File: src/rtl/dma_regs_pkg.sv
package dma_regs_pkg;

  // Transfer kind carried in the mode byte, bits [5:4]
  typedef enum logic [1:0] {
    XFER_SINGLE  = 2'b00,
    XFER_BLOCK   = 2'b01,
    XFER_CASCADE = 2'b10,
    XFER_RSVD    = 2'b11
  } xfer_kind_e;

  typedef struct packed {
    logic       autoinit;
    logic       decr;
    xfer_kind_e kind;
  } chan_mode_t;

  // Command codes inside the command region
  localparam logic [1:0] CMD_MODE   = 2'd0;
  localparam logic [1:0] CMD_PTRCLR = 2'd1;
  localparam logic [1:0] CMD_MASK   = 2'd2;
  localparam logic [1:0] CMD_TCCLR  = 2'd3;

  // Field positions inside command data bytes
  localparam int MODE_AUTO_BIT = 2;
  localparam int MODE_DECR_BIT = 3;
  localparam int MODE_KIND_LSB = 4;
  localparam int MASK_SET_BIT  = 2;

  function automatic chan_mode_t decode_mode(input logic [7:0] b);
    chan_mode_t m;
    m.autoinit = b[MODE_AUTO_BIT];
    m.decr     = b[MODE_DECR_BIT];
    m.kind     = xfer_kind_e'(b[MODE_KIND_LSB +: 2]);
    return m;
  endfunction

endpackage

File: src/rtl/dma_cpu_decode.sv
module dma_cpu_decode
  import dma_regs_pkg::*;
#(
  parameter  int NCH    = 4,
  localparam int CHW    = $clog2(NCH),
  localparam int CPU_AW = CHW + 2
) (
  input  logic              clk,
  input  logic              rst_n,
  input  logic              cpu_wr,
  input  logic [CPU_AW-1:0] cpu_addr,
  input  logic [7:0]        cpu_wdata,
  output logic              wr_hi,
  output logic [NCH-1:0]    addr_we,
  output logic [NCH-1:0]    cnt_we,
  output logic [NCH-1:0]    mode_we,
  output chan_mode_t        mode_val,
  output logic [NCH-1:0]    mask_set,
  output logic [NCH-1:0]    mask_clr,
  output logic [NCH-1:0]    tc_clr
);

  logic           ptr_q;
  logic           reg_hit;
  logic           cmd_hit;
  logic [1:0]     cmd;
  logic [CHW-1:0] reg_ch;
  logic [CHW-1:0] cmd_ch;

  assign reg_hit  = cpu_wr && !cpu_addr[CPU_AW-1];
  assign cmd_hit  = cpu_wr &&  cpu_addr[CPU_AW-1];
  assign cmd      = cpu_addr[1:0];
  assign reg_ch   = cpu_addr[CHW:1];
  assign cmd_ch   = cpu_wdata[CHW-1:0];
  assign wr_hi    = ptr_q;
  assign mode_val = decode_mode(cpu_wdata);

  // Byte pointer: low byte first, toggles per register write
  always_ff @(posedge clk) begin
    if (!rst_n) begin
      ptr_q <= 1'b0;
    end else if (cmd_hit && cmd == CMD_PTRCLR) begin
      ptr_q <= 1'b0;
    end else if (reg_hit) begin
      ptr_q <= !ptr_q;
    end
  end

  for (genvar i = 0; i < NCH; i++) begin : g_dec
    assign addr_we[i]  = reg_hit && reg_ch == CHW'(i) && !cpu_addr[0];
    assign cnt_we[i]   = reg_hit && reg_ch == CHW'(i) &&  cpu_addr[0];
    assign mode_we[i]  = cmd_hit && cmd == CMD_MODE && cmd_ch == CHW'(i);
    assign mask_set[i] = cmd_hit && cmd == CMD_MASK && cmd_ch == CHW'(i)
                         &&  cpu_wdata[MASK_SET_BIT];
    assign mask_clr[i] = cmd_hit && cmd == CMD_MASK && cmd_ch == CHW'(i)
                         && !cpu_wdata[MASK_SET_BIT];
    assign tc_clr[i]   = cmd_hit && cmd == CMD_TCCLR && cpu_wdata[i];
  end

endmodule

File: src/rtl/dma_chan_slot.sv
module dma_chan_slot
  import dma_regs_pkg::*;
#(
  parameter int AW = 16
) (
  input  logic          clk,
  input  logic          rst_n,
  input  logic          wr_hi,
  input  logic [7:0]    wbyte,
  input  logic          addr_we,
  input  logic          cnt_we,
  input  logic          mode_we,
  input  chan_mode_t    mode_in,
  input  logic          mask_set,
  input  logic          mask_clr,
  input  logic          tc_clr,
  input  logic          step,
  input  logic          eop,
  output logic [AW-1:0] cur_addr,
  output logic [AW-1:0] cur_cnt,
  output logic          tc,
  output logic          mask,
  output logic          tc_stat
);

  localparam int HW = AW - 8;

  logic [AW-1:0] base_addr, base_cnt;
  logic [AW-1:0] addr_q, cnt_q;
  logic [AW-1:0] addr_nxt;
  chan_mode_t    mode_q;
  logic          mask_q, stat_q;
  logic          active, go, close_x, done, reload;

  assign active   = !mask_q && mode_q.kind != XFER_CASCADE;
  assign go       = step && active;
  assign close_x  = eop && active;
  assign tc       = go && cnt_q == '0;
  assign done     = tc || close_x;
  assign reload   = done && mode_q.autoinit;
  assign addr_nxt = mode_q.decr ? addr_q - AW'(1) : addr_q + AW'(1);

  always_ff @(posedge clk) begin
    if (!rst_n) begin
      base_addr <= '0;
      addr_q    <= '0;
    end else if (addr_we) begin
      if (wr_hi) begin
        base_addr[AW-1:8] <= wbyte[HW-1:0];
        addr_q[AW-1:8]    <= wbyte[HW-1:0];
      end else begin
        base_addr[7:0] <= wbyte;
        addr_q[7:0]    <= wbyte;
      end
    end else if (reload) begin
      addr_q <= base_addr;
    end else if (go) begin
      addr_q <= addr_nxt;
    end
  end

  always_ff @(posedge clk) begin
    if (!rst_n) begin
      base_cnt <= '0;
      cnt_q    <= '0;
    end else if (cnt_we) begin
      if (wr_hi) begin
        base_cnt[AW-1:8] <= wbyte[HW-1:0];
        cnt_q[AW-1:8]    <= wbyte[HW-1:0];
      end else begin
        base_cnt[7:0] <= wbyte;
        cnt_q[7:0]    <= wbyte;
      end
    end else if (reload) begin
      cnt_q <= base_cnt;
    end else if (go) begin
      cnt_q <= cnt_q - AW'(1);
    end
  end

  always_ff @(posedge clk) begin
    if (!rst_n) begin
      mode_q <= '{autoinit: 1'b0, decr: 1'b0, kind: XFER_SINGLE};
      mask_q <= 1'b1;
      stat_q <= 1'b0;
    end else begin
      if (mode_we) mode_q <= mode_in;
      if (mask_set)                          mask_q <= 1'b1;
      else if (mask_clr)                     mask_q <= 1'b0;
      else if (done && !mode_q.autoinit)     mask_q <= 1'b1;
      if (tc)          stat_q <= 1'b1;
      else if (tc_clr) stat_q <= 1'b0;
    end
  end

  assign cur_addr = addr_q;
  assign cur_cnt  = cnt_q;
  assign mask     = mask_q;
  assign tc_stat  = stat_q;

endmodule

File: src/rtl/dma_chan_regs.sv
module dma_chan_regs
  import dma_regs_pkg::*;
#(
  parameter  int NCH    = 4,
  parameter  int AW     = 16,
  localparam int CHW    = $clog2(NCH),
  localparam int CPU_AW = CHW + 2
) (
  input  logic              clk,
  input  logic              rst_n,
  input  logic              cpu_wr,
  input  logic [CPU_AW-1:0] cpu_addr,
  input  logic [7:0]        cpu_wdata,
  input  logic [CHW-1:0]    sel,
  input  logic              step,
  input  logic              eop,
  output logic [AW-1:0]     cur_addr,
  output logic [AW-1:0]     cur_count,
  output logic              tc,
  output logic [NCH-1:0]    tc_status,
  output logic [NCH-1:0]    mask
);

  logic             wr_hi;
  logic [NCH-1:0]   addr_we, cnt_we, mode_we;
  logic [NCH-1:0]   mask_set, mask_clr, tc_clr;
  chan_mode_t       mode_val;
  logic [AW-1:0]    ch_addr [NCH];
  logic [AW-1:0]    ch_cnt  [NCH];
  logic [NCH-1:0]   ch_tc;

  dma_cpu_decode #(.NCH(NCH)) u_dec (
    .clk      (clk),
    .rst_n    (rst_n),
    .cpu_wr   (cpu_wr),
    .cpu_addr (cpu_addr),
    .cpu_wdata(cpu_wdata),
    .wr_hi    (wr_hi),
    .addr_we  (addr_we),
    .cnt_we   (cnt_we),
    .mode_we  (mode_we),
    .mode_val (mode_val),
    .mask_set (mask_set),
    .mask_clr (mask_clr),
    .tc_clr   (tc_clr)
  );

  for (genvar i = 0; i < NCH; i++) begin : g_ch
    logic hit;
    assign hit = sel == CHW'(i);

    dma_chan_slot #(.AW(AW)) u_slot (
      .clk     (clk),
      .rst_n   (rst_n),
      .wr_hi   (wr_hi),
      .wbyte   (cpu_wdata),
      .addr_we (addr_we[i]),
      .cnt_we  (cnt_we[i]),
      .mode_we (mode_we[i]),
      .mode_in (mode_val),
      .mask_set(mask_set[i]),
      .mask_clr(mask_clr[i]),
      .tc_clr  (tc_clr[i]),
      .step    (step && hit),
      .eop     (eop && hit),
      .cur_addr(ch_addr[i]),
      .cur_cnt (ch_cnt[i]),
      .tc      (ch_tc[i]),
      .mask    (mask[i]),
      .tc_stat (tc_status[i])
    );
  end

  assign cur_addr  = ch_addr[sel];
  assign cur_count = ch_cnt[sel];
  assign tc        = |ch_tc;

endmodule

File: config.mk
export PLATFORM = sky130hd
export DESIGN_NAME = dma_chan_regs
export DESIGN_NICKNAME = d
export VERILOG_FILES = /design/src/rtl/dma_regs_pkg.sv /design/src/rtl/dma_cpu_decode.sv /design/src/rtl/dma_chan_slot.sv /design/src/rtl/dma_chan_regs.sv
export SDC_FILE = /design/constraint.sdc
export NUM_CORES = 1
export LEC_CHECK = 0
export BUFFER_PORTS_ARGS = -buffer_cell sky130_fd_sc_hd__buf_2
export CAP_MARGIN = 20
export CORE_MARGIN = 2
export CORE_UTILIZATION = 25
export CTS_CLUSTER_SIZE = 30
export DETAILED_ROUTE_END_ITERATION = 16
export SLEW_MARGIN = 30
export SYNTH_ARGS = -nofsm -noshare
export SYNTH_HDL_FRONTEND = slang
export SYNTH_HIERARCHICAL = 1
export SYNTH_SLANG_ARGS = --single-unit
File: constraint.sdc
create_clock -name clk -period 4.61 [get_ports clk]
set_input_delay 0.922 -clock clk [delete_from_list [all_inputs] [get_ports clk]]
set_output_delay 0.922 -clock clk [all_outputs]
set_load 0.01 [all_outputs]
==> reports/metrics.csv <==
stage;metric;value;unit
status;outcome;finished, final reports clean;
cts;ctsResizeCount;0;
timing;tightestPinTransition;1030;ps
power;intPower;0.00436;W
timing;setup_tns;0;ps
timing;final_hold_viol_count;0;
synthesis;async_reset_ff_frac;0;
placed_design;gp_congestion;0.923;
cts;cts-root-buf;clkbuf_16;
detailed_routing;drc;0;
grt;grt_pass1_wl;93900;um
grt;grt_use_total;0.158;
cts;hold_buffers;0;
detailed_routing;dr.first_iter.drc_count;1846;
die;start_util;0.253;
synthesis;ys_warn_count;6;
synthesis;ys.flop_type;dfxtp_1;
grt;grt_overflow;0;
die;core.rowCount;98;
worst_setup_path;crit_path_end_kind;output port;
cts;clkLatencyLatePin;530;ps
cts;htreeDepth;2;
die;die_area;75000;sq um
synthesis;synthesis.area;18200;sq um
synthesis;synth_fp_nets;2357;
cts;cts_tree;built;
detailed_routing;wl_per_cell;19.0;um
detailed_routing;drt-pass1-iter-count;6;
power;p_clk_frac;0.480;
timing;post-route-period-util;0.830;
grt;grt_max_degree;83;
synthesis;netlist_instances;2270;
placed_design;post-dp-hpwl;42400;um
die;die_h;274;um
synthesis;seq_area_frac_synth;0.309;
synthesis;synth.avg_cell_area;8.02;sq um
power;leakage;7.93;nW
timing;max_freq;261;MHz
power;pwr_density_cell;286;nW/um^2
timing;layout_min_cycle_time;3830;ps
finish;drive_gt1_frac;0.100;
finish;area_growth;11.8;%
grt;antenna_found_initial;5;
die;io_pins;60;
finish;final_cell_mix;408 x nand2_1, 280 x dfxtp_1, 155 x nor2_1, 138 x o21ai_0, 131 x a21boi_0;
cts;clockBufferDepth;3;
worst_setup_path;crit_fanout;25;
timing;finalSetupViolCount;0;
worst_setup_path;critPathLaunchType;input port;
finish;fin_nets;2322;
synthesis;synth.ff_latch_count;281;
timing;finClkSkew;14.6;ps
die;die_width;274;um
cts;clkSlewWorstSetupHoldPaths;50;ps
detailed_routing;vias_per_cell;5.36;
power;seqPwrFrac;0.428;
timing;slew_headroom;0.312;
synthesis;synth_edf_count;0;
finish;multiInputGateArea;11700;sq um
detailed_routing;drt-total-wl;61100;um
finish;ff_latch_area;5630;sq um
worst_setup_path;cp.arrival;2900;ps
hold_path;hold_path.class;reg -> reg;
cts;cts_sinks;281;
finish;fin_area;20400;sq um
placed_design;port_buffers;59;
power;p_sw;0.00148;W
cts;numCtsBuffers;34;
power;swShare;0.253;
power;vdd_drop_max;0.000198;V
grt;grt_pass1_vias;15500;
worst_setup_path;cp.required;3690;ps
finish;fill_cells;7757;
worst_setup_path;worstSetupPathType;in -> out;
flow_run;drv_cap;0;
power;combPwrFrac;0.092;
timing;drv_slew;0;
detailed_routing;drtAntennaViolNets;0;
synthesis;post_synth_num_cell_types;83;
cts;cts_setup_buffers;0;
die;core_region_area;71900;sq um
placed_design;place_area;19200;sq um
detailed_routing;vias;17200;
timing;grt_setup_unrepaired;false;
finish;final_common_cell;nand2_1;
-- registers in the layout, summed over array words and instances, names as in the netlist --
| signal | count |
|---|---|
| g_ch.u_slot/base_addr | 64 |
| g_ch.u_slot/base_cnt | 64 |
| g_ch.u_slot/cur_addr | 64 |
| g_ch.u_slot/cur_cnt | 64 |
| g_ch.u_slot/mode_q | 16 |
| g_ch.u_slot/mask | 4 |
| g_ch.u_slot/tc_stat | 4 |
| u_dec/wr_hi | 1 |
-- worst max-delay path: stages --
cell	delay (ps)
buf_2	430
and3b_1	260
nand2_1	110
nor4_4	60
and3_1	240
or4_1	670
buf_2	200
-- power groups by stage --
stage / clock network, W / logic, W / registers [W]
3_3_place_gp: 0 / 0.000523 / 0.00255
5_1_grt: 0.00295 / 0.000581 / 0.00250
6_report: 0.00280 / 0.000535 / 0.00250
3_5_place_dp: 0 / 0.000526 / 0.00255
2_1_floorplan: 0 / 0.000381 / 0.00253
4_1_cts: 0.00285 / 0.000528 / 0.00250
-- routing by layer --
| metal | up-vias | global-route usage | part of all wire | routed length, um |
|---|---|---|---|---|
| li1 | 8196 | - | - | - |
| met1 | 8261 | 0.233 | 0.46 | 28000 |
| met3 | 99 | 0.0243 | 0.089 | 5430 |
| met2 | 644 | 0.238 | 0.43 | 26200 |
| met5 | - | 0 | 0.00049 | 30 |
| met4 | 4 | 0.0389 | 0.022 | 1340 |
-- synthesized netlist by cell type, drive strengths merged, types with 22 or more instances --
| cell type | n | area (sq um) |
|---|---|---|
| nor2b | 36 | 225 |
| nand2 | 411 | 1570 |
| clkbuf | 107 | 402 |
| ha | 64 | 801 |
| inv | 30 | 113 |
| nand2b | 37 | 234 |
| a211oi | 45 | 353 |
| a31oi | 48 | 300 |
| o221ai | 27 | 236 |
| nor3 | 65 | 330 |
| xor2 | 36 | 315 |
| a21boi | 131 | 983 |
| buf | 56 | 393 |
| nand3 | 57 | 285 |
| dfxtp | 281 | 5630 |
| xnor2 | 38 | 340 |
| a21oi | 103 | 519 |
| nor2 | 158 | 593 |
| and3 | 31 | 194 |
| a211o | 33 | 289 |
| mux4 | 32 | 721 |
| nor4 | 22 | 253 |
| mux2i | 25 | 250 |
| o21ai | 140 | 701 |
-- area by class of cell --
| cell class | count | share of cell area |
|---|---|---|
| multi-input combinational | 1796 | 0.574 |
| tap | 950 | 0.0584 |
| sequential | 281 | 0.276 |
| timing repair buffer | 92 | 0.0283 |
| antenna | 1 | 0.000123 |
| clock buffer | 49 | 0.0516 |
| clock inverter | 12 | 0.00553 |
| inverter | 30 | 0.00553 |
-- stage by stage --
step / worst slack [ps] / hold slack [ps] / util / power (W) / cells
after detailed placement: 813 / 457 / 0.267 / 0.00308 / 3149
after global placement: 804 / 448 / 0.267 / 0.00308 / 3148
after floorplan: 1420 / 440 / - / 0.00291 / 2270
final: 785 / 463 / 0.284 / 0.00583 / 3211
after global routing: 662 / 479 / 0.283 / 0.00603 / 3210
after CTS: 799 / 465 / 0.283 / 0.00588 / 3210
-- worst paths after layout --
kind,startpoint,to,slack [ps],depth (start not counted)
worst max-delay path,sel[1],tc,780,7
worst max register to register,g_ch[0].u_slot/mode_q[2],g_ch[0].u_slot/cur_addr[12],1560,8
worst min-delay path,g_ch[3].u_slot/base_cnt[9],g_ch[3].u_slot/base_cnt[9],460,2
worst min register to register,g_ch[3].u_slot/base_cnt[9],g_ch[3].u_slot/base_cnt[9],460,2
-- cell families (layout without fill, tap and decap cells) --
kind of cell / after synthesis / after routing / synth area share
buffers and inverters: 193 / 183 / 0.0498
adders and majority gates: 68 / 68 / 0.0484
xor gates and xnor gates: 74 / 74 / 0.0360
other: 0 / 1 / 0
DFF: 281 / 281 / 0.309
AOI/OAI and AO/OA: 667 / 667 / 0.255
and+or+nand+nor: 929 / 929 / 0.248
muxes: 58 / 58 / 0.0539
Note: power is estimated with default switching activity, not from simulation.
